**config.mk**
```make
export PLATFORM = sky130hd
export DESIGN_NAME = crc4_sync_search_ctr
export DESIGN_NICKNAME = d
export VERILOG_FILES = /design/src/rtl/crc4_srch_pkg.sv /design/src/rtl/srch_win_timer.sv /design/src/rtl/srch_wrap_counter.sv /design/src/rtl/srch_stat_pack.sv /design/src/rtl/crc4_sync_search_ctr.sv
export SDC_FILE = /design/constraint.sdc
export NUM_CORES = 1
export LEC_CHECK = 0
export BUFFER_PORTS_ARGS = -buffer_cell sky130_fd_sc_hd__buf_2
export CORE_AREA = 5 5 49 51
export DETAILED_ROUTE_END_ITERATION = 6
export DIE_AREA = 0 0 54 56
export HOLD_SLACK_MARGIN = 0.02
export SETUP_SLACK_MARGIN = 0.05
export SLEW_MARGIN = 15
export SYNTH_ARGS = -nofsm -noshare
export SYNTH_HDL_FRONTEND = slang
export SYNTH_SLANG_ARGS = --single-unit
```
**constraint.sdc**
```tcl
create_clock -name clk_i -period 2 [get_ports clk_i]
set_input_delay 0.5 -clock clk_i [delete_from_list [all_inputs] [get_ports clk_i]]
set_output_delay 0.5 -clock clk_i [all_outputs]
set_load 0.01 [all_outputs]
```
**src/rtl/crc4_srch_pkg.sv**
```systemverilog
package crc4_srch_pkg;
  localparam int unsigned CNT_W       = 6;
  localparam int unsigned WIN_TICKS   = 64;  // 8 ms at 125 us frames
  localparam int unsigned ABANDON_CNT = 50;  // ~400 ms

  typedef struct packed {
    logic [4:0] cnt_vis;  // count bits 5,4,3,2,0
    logic       fas;
    logic       cas;
    logic       crc;
  } sync_stat_t;
endpackage

```
**src/rtl/srch_win_timer.sv**
```systemverilog
module srch_win_timer #(
  parameter int unsigned TICKS = 64
) (
  input  logic clk_i,
  input  logic rst_ni,
  input  logic tick_i,
  input  logic run_i,
  input  logic restart_i,
  output logic expire_o
);
  localparam int unsigned TW = (TICKS > 1) ? $clog2(TICKS) : 1;
  localparam logic [TW-1:0] LAST = TW'(TICKS - 1);

  logic [TW-1:0] tmr_q;

  assign expire_o = run_i && tick_i && (tmr_q == LAST);

  always_ff @(posedge clk_i or negedge rst_ni) begin
    if (!rst_ni)                 tmr_q <= '0;
    else if (restart_i || !run_i) tmr_q <= '0;
    else if (expire_o)           tmr_q <= '0;
    else if (tick_i)             tmr_q <= tmr_q + TW'(1);
  end

  assert_idle_reset_R6: assert property (@(posedge clk_i) disable iff (!rst_ni)
    !run_i |=> tmr_q == '0);
  assert_tick_only_R2: assert property (@(posedge clk_i) disable iff (!rst_ni)
    (run_i && !restart_i && !tick_i) |=> $stable(tmr_q));
  assert_expire_needs_tick_R2: assert property (@(posedge clk_i) disable iff (!rst_ni)
    expire_o |-> tick_i);
endmodule

```
**src/rtl/srch_wrap_counter.sv**
```systemverilog
module srch_wrap_counter #(
  parameter int unsigned W = 6
) (
  input  logic         clk_i,
  input  logic         rst_ni,
  input  logic         inc_i,
  input  logic         clr_i,
  output logic [W-1:0] cnt_o
);
  logic [W-1:0] cnt_q;

  always_ff @(posedge clk_i or negedge rst_ni) begin
    if (!rst_ni)     cnt_q <= '0;
    else if (clr_i)  cnt_q <= '0;   // clear beats increment
    else if (inc_i)  cnt_q <= cnt_q + W'(1);  // natural wrap
  end

  assign cnt_o = cnt_q;

  assert_clear_wins_R8: assert property (@(posedge clk_i) disable iff (!rst_ni)
    clr_i |=> cnt_q == '0);
  assert_step_R3: assert property (@(posedge clk_i) disable iff (!rst_ni)
    (inc_i && !clr_i && cnt_q != '1) |=> cnt_q == $past(cnt_q) + W'(1));
  assert_wrap_R7: assert property (@(posedge clk_i) disable iff (!rst_ni)
    (inc_i && !clr_i && cnt_q == '1) |=> cnt_q == '0);
  assert_hold_R6: assert property (@(posedge clk_i) disable iff (!rst_ni)
    (!inc_i && !clr_i) |=> $stable(cnt_q));
endmodule

```
**src/rtl/srch_stat_pack.sv**
```systemverilog
module srch_stat_pack
  import crc4_srch_pkg::*;
#(
  parameter int unsigned W = 6
) (
  input  logic [W-1:0] cnt_i,
  input  logic         fas_i,
  input  logic         cas_i,
  input  logic         crc_i,
  output logic [7:0]   stat_o
);
  sync_stat_t st;

  always_comb begin
    st.cnt_vis = {cnt_i[5], cnt_i[4], cnt_i[3], cnt_i[2], cnt_i[0]};
    st.fas     = fas_i;
    st.cas     = cas_i;
    st.crc     = crc_i;
    stat_o     = st;
  end
endmodule

```
**src/rtl/crc4_sync_search_ctr.sv**
```systemverilog
module crc4_sync_search_ctr
  import crc4_srch_pkg::*;
#(
  parameter int unsigned WIN   = WIN_TICKS,
  parameter int unsigned LIMIT = ABANDON_CNT
) (
  input  logic             clk_i,
  input  logic             rst_ni,
  input  logic             frame_tick_i,
  input  logic             mode_en_i,
  input  logic             crc_srch_i,
  input  logic             fas_srch_i,
  input  logic             cas_srch_i,
  input  logic             crc_sync_i,
  output logic [CNT_W-1:0] count_o,
  output logic [7:0]       status_o,
  output logic             abandon_o
);
  logic run, expire, clr;

  assign run = crc_srch_i && mode_en_i;
  assign clr = crc_sync_i || !mode_en_i;

  srch_win_timer #(.TICKS(WIN)) u_timer (
    .clk_i    (clk_i),
    .rst_ni   (rst_ni),
    .tick_i   (frame_tick_i),
    .run_i    (run),
    .restart_i(crc_sync_i),
    .expire_o (expire)
  );

  srch_wrap_counter #(.W(CNT_W)) u_cnt (
    .clk_i (clk_i),
    .rst_ni(rst_ni),
    .inc_i (expire),
    .clr_i (clr),
    .cnt_o (count_o)
  );

  srch_stat_pack #(.W(CNT_W)) u_pack (
    .cnt_i (count_o),
    .fas_i (fas_srch_i),
    .cas_i (cas_srch_i),
    .crc_i (crc_srch_i),
    .stat_o(status_o)
  );

  assign abandon_o = (count_o >= CNT_W'(LIMIT));

  assert_sync_clear_R4: assert property (@(posedge clk_i) disable iff (!rst_ni)
    crc_sync_i |=> count_o == '0);
  assert_mode_clear_R5: assert property (@(posedge clk_i) disable iff (!rst_ni)
    !mode_en_i |=> count_o == '0);
  assert_no_expire_off_R5: assert property (@(posedge clk_i) disable iff (!rst_ni)
    !mode_en_i |-> !expire);
endmodule

```
# --- After elaboration in Yosys (flattened, before gate mapping) ---
# Cells that the tools add are included.
classes:
  addsub: 2
  order_cmp: 1
  eq_ne: 1
  muxes: 5
  n_reduce_logical: 9
ops:
  columns: ["op", "n"]
  rows:
  - ["6-bit 2-to-1 mux", 5]
  - ["6-bit by 1-bit adder with 6-bit output, second input constant", 2]
  - ["6-bit == test, second input constant", 1]
  - ["6-bit greater-or-equal comparator, second input constant", 1]
  - ["1-bit logical AND", 3]
  - ["3-bit nonzero test", 1]
  - ["1-bit zero test", 2]
  - ["1-bit logical OR", 2]
  - ["2-bit nonzero test", 1]
totals:
  register_bits: 12
  input_bits: 8
  output_inout_bits: 15
  wordCells: 20

# --- Longest topological paths before layout ---
logic_depth:
  depth_word: 5
  depth_mapped: 6

# --- Cells and area by module ---
# Synthesis repeated with hierarchy kept, for this count alone.
hier_totals:
  hier_cells: 68
  area_unflattened_um2: 666.9
by_module_without_submodules:
  columns: ["module", "instances", "cells_per_inst", "area_each_um2"]
  rows:
  - ["srch_win_timer", 1, 33, 315.3]
  - ["srch_wrap_counter", 1, 24, 269.0]
  - ["srch_stat_pack", 1, 8, 60.1]
  - ["crc4_sync_search_ctr", 1, 3, 22.5]

# --- Least setup slack after synthesis ---
# Ideal clock, no wire load.
synth_timing:
  path_kind: "register to register"
  start: "reg u_timer.tmr_q[0]"
  end: "reg u_cnt.cnt_q[5], in the netlist u_cnt.cnt_o[5]"
  setup_time_ps: 77
  arrival_ps: 1495
  t_required_ps: 1923
  slack_ps: 428
  path_stages_with_launch: 7
  synth_period_minus_slack_ps: 1572
  cell_sequence: "dfrtp_1 > ha_1 > nand4_4 > or2_1 > clkbuf_2 > or3_1 > a21oi_1"
synth_between:
  elab_chain_cells: 3
synth_rtl:
  columns: ["item", "line", "source"]
  rows:
  - ["start, declared", "srch_win_timer.sv:14", "logic [TW-1:0] tmr_q;"]
  - ["start signal, assigned", "srch_win_timer.sv:22", "else if (tick_i) tmr_q <= tmr_q + TW'(1);"]
  - ["6-bit == test", "srch_win_timer.sv:16", "assign expire_o = run_i && tick_i && (tmr_q == LAST);"]
  - ["1-bit logical AND", "srch_win_timer.sv:16", null]
  - ["2-bit nonzero test (no line)", null, null]
  - ["end signal, assigned", "srch_wrap_counter.sv:15", "else if (inc_i) cnt_q <= cnt_q + W'(1);"]
  - ["end, declared", "srch_wrap_counter.sv:10", "logic [W-1:0] cnt_q;"]
# Every way passes these cells.
# A chain may end at the register's enable or synchronous reset.

# --- Worst setup path after layout ---
layout_timing:
  start: "reg u_cnt.cnt_q[0], in the netlist u_cnt.cnt_o[0]"
  end: "out abandon_o"
layout_between:
  elab_chain_cells: 1
layout_rtl:
  columns: ["item", "line", "source"]
  rows:
  - ["6-bit greater-or-equal comparator", "crc4_sync_search_ctr.sv:49", "assign abandon_o = (count_o >= CNT_W'(LIMIT));"]
  - ["end, declared", "crc4_sync_search_ctr.sv:17", "output logic abandon_o"]
# Every way passes these cells.

==> metrics.txt <==
setup_tns 0 ns; Worst setup SP type flip-flop; first-pass GRT wire length 2.17 mm; largest net degree at the start of global routing 13; Sequential Power Share between 50% and 60%; #FFs+latches synth 12; most frequent cells in the layout buf_2 (18), dfrtp_1 (11), nor2_1 (9), nand2_1 (5), inv_1 (4); CTS tree built; Max-cap violations 0; drt first-iter violations 5; P_leak 0.000390 uW; Ys Warns 0; CP Class flip-flop to output pin; hold_buf cts 0; Die Width 54 um; root buffer cell clkbuf_4; power per cell area between 500 and 600 mW/mm^2; post-route cell area 835 sq um; die footprint around 0.003 sq mm; final core utilization a little over two fifths; Core Rows 16; DRC viols 0; Reg2Reg Setup Slack between 0.3 and 0.4 ns; Final Non-Filler Cells between 100 and 150; WL final about 1.3 mm; Power Total 461 uW; Critical R2R Launch u_timer.tmr_q[0]; FF-to-FF End u_cnt.cnt_o[5]; Synth Area in Compound Gates 7.43%; Worst Tran Pin Value 0.325 ns; CORE AREA 0.00190 sq mm; Placed Area 791 sq um; Netlist cell types 28; total gr overflow 0; Final nets 102; H-tree depth 1; gpl congestion around 0.76; Worst-Skew Late Latency 0.28 ns; CP max FO 8; layout cells sized above 1 31.1%; post-cts resize count 1; Int Pwr roughly 360 uW; sequential area share after synthesis between 40 and 50%; synthesized net count 87; routed vias between 500 and 600; hold crit path type primary input to async pin; Final Skew 0.00974 ns; Mean Syn Cell Area 9.53 sq um; Worst Setup End Kind output pin; fin crit share 91.3%; vias per cell slightly below 5; IO buf count 18; setup bufs post-CTS 0; commonest non-fill, non-tap cell in the layout buf_2; starting density of the core 38.1%; reg2reg path depth 5; cts bufs inserted 3; RSZ-0062 raised after global routing no; f_max approximately 550 MHz; post-synthesis xor/xnor area fraction 6.04%; main combinational cell family by area after synthesis simple AND/OR/NAND/NOR gates; Placed Cells between 100 and 150; Tmin final 1.83 ns; Clock Power Share 42.2%; antenna fix cells 0; Slew Limit Fails 0; global-route usage over all layers 9.75%; Synth Area in Simple Gates 24.4%; Area Overhead vs Synth 15.2%; vias in the first global route 495; Layout fillers 204; Initial DRT Pass Iterations 4; # IOs 23; Rel. slew slack between 70% and 80%; Comb power frac about 4.9%; status complete, no violations; critical path required time about 1.5 ns; Sw Ratio ~22%; DRT antenna net count 0; Sw Pwr 99.2 uW; Clock Sinks 12; antenna violations before repair 0; Peak VDD IR 456 uV; WL/cell 11.4 um; Final setup violation count 0; dpl hpwl about 1.0 mm; Synth Area in Adders 5.18%; Mapped Area 724 sq um; mux cell area share after synthesis 4.49%; Chip Height ~56 um; clk slew on worst S/H paths 0.08 ns; final hold vios 0; Mapped Cells 76; Max Root-Sink Buffers 2; Worst EP arrival approximately 1.3 ns
-- critical path: stages (launching register included) --
cell and delay (ns):
dfrtp_2 0.43, inv_1 0.06, ha_1 0.20, nor4_2 0.15
nor2_1 0.06, buf_2 0.14
-- synthesized netlist by cell type --
library cell / number / area, sq um
nand4_4: 1 / 21.3
o21ai_0: 3 / 15.0
nand4_1: 2 / 12.5
nand2_1: 5 / 18.8
nor3b_1: 1 / 7.51
or3_1: 1 / 6.26
clkbuf_2: 1 / 5.00
buf_4: 8 / 60.1
nand2b_1: 2 / 12.5
nor4_1: 2 / 12.5
xnor2_1: 2 / 17.5
a31oi_1: 1 / 6.26
nor2_1: 9 / 33.8
and3_1: 1 / 6.26
a21oi_1: 3 / 15.0
and4_1: 1 / 8.76
nor3_1: 3 / 15.0
nand3b_1: 2 / 15.0
mux2_2: 1 / 11.3
a31o_2: 1 / 8.76
mux2i_1: 1 / 10.0
o2111ai_1: 1 / 8.76
inv_1: 4 / 15.0
xor2_1: 3 / 26.3
ha_1: 3 / 37.5
dfrtp_1: 12 / 300
mux2_1: 1 / 11.3
or2_1: 1 / 6.26
-- through the flow --
step                      hold slack (ns)  worst slack, ns
after detailed placement            0.396            0.247
after global routing               0.0913           0.0789
after CTS                          0.0886           0.0936
after global placement              0.396            0.295
after floorplan                     0.204            0.428
final                              0.0799            0.175
-- routing by layer --
metal / GRT usage (%) / vias up / routed length [um]
li1: - / 282 / -
met1: 12.4 / 265 / 602
met2: 14.2 / 19 / 595
met3: 4.83 / 4 / 113
met4: 3.20 / 0 / 23
met5: 0 / - / 0
-- registers in the layout (all words and copies together) (netlist names) --
name           flops
u_cnt.cnt_o        6
u_timer.tmr_q      6
-- how the worst max path moves through the flow --
stage | endpoint | slack (ns) | startpoint
floorplan | u_cnt.cnt_o[5] | 0.43 | u_timer.tmr_q[0]
global placement | u_cnt.cnt_o[5] | 0.29 | frame_tick_i
detailed placement | u_cnt.cnt_o[5] | 0.25 | mode_en_i
CTS | abandon_o | 0.09 | u_cnt.cnt_o[0]
global route | abandon_o | 0.08 | u_cnt.cnt_o[0]
finish | abandon_o | 0.17 | u_cnt.cnt_o[0]
-- cells by family after synthesis --
logic type      count (synthesis)
buf+inv                        13
simple gates                   31
mux                             3
xor+xnor                        5
compound gates                  9
fa+ha+maj                       3
flops                          12
-- power by group through the flow --
| stage | Clock (uW) | Sequential, uW | Combinational (uW) |
|---|---|---|---|
| 2_1_floorplan | 0 | 248 | 11.7 |
| 3_5_place_dp | 0 | 248 | 23.4 |
| 5_1_grt | 210 | 244 | 25.4 |
| 4_1_cts | 200 | 244 | 23.6 |
| 3_3_place_gp | 0 | 248 | 23.4 |
| 6_report | 195 | 244 | 22.8 |
-- cell type report --
type	instances	area [sq um]	share of cell area [%]
repair buffers	19	97.6	11.7
multi-input cells	51	350	42.0
flip-flops and latches	12	302	36.1
clock buffers	4	36.3	4.35
well taps	27	33.8	4.05
inverters	4	15.0	1.80
Power figures use the tool's default switching activity.
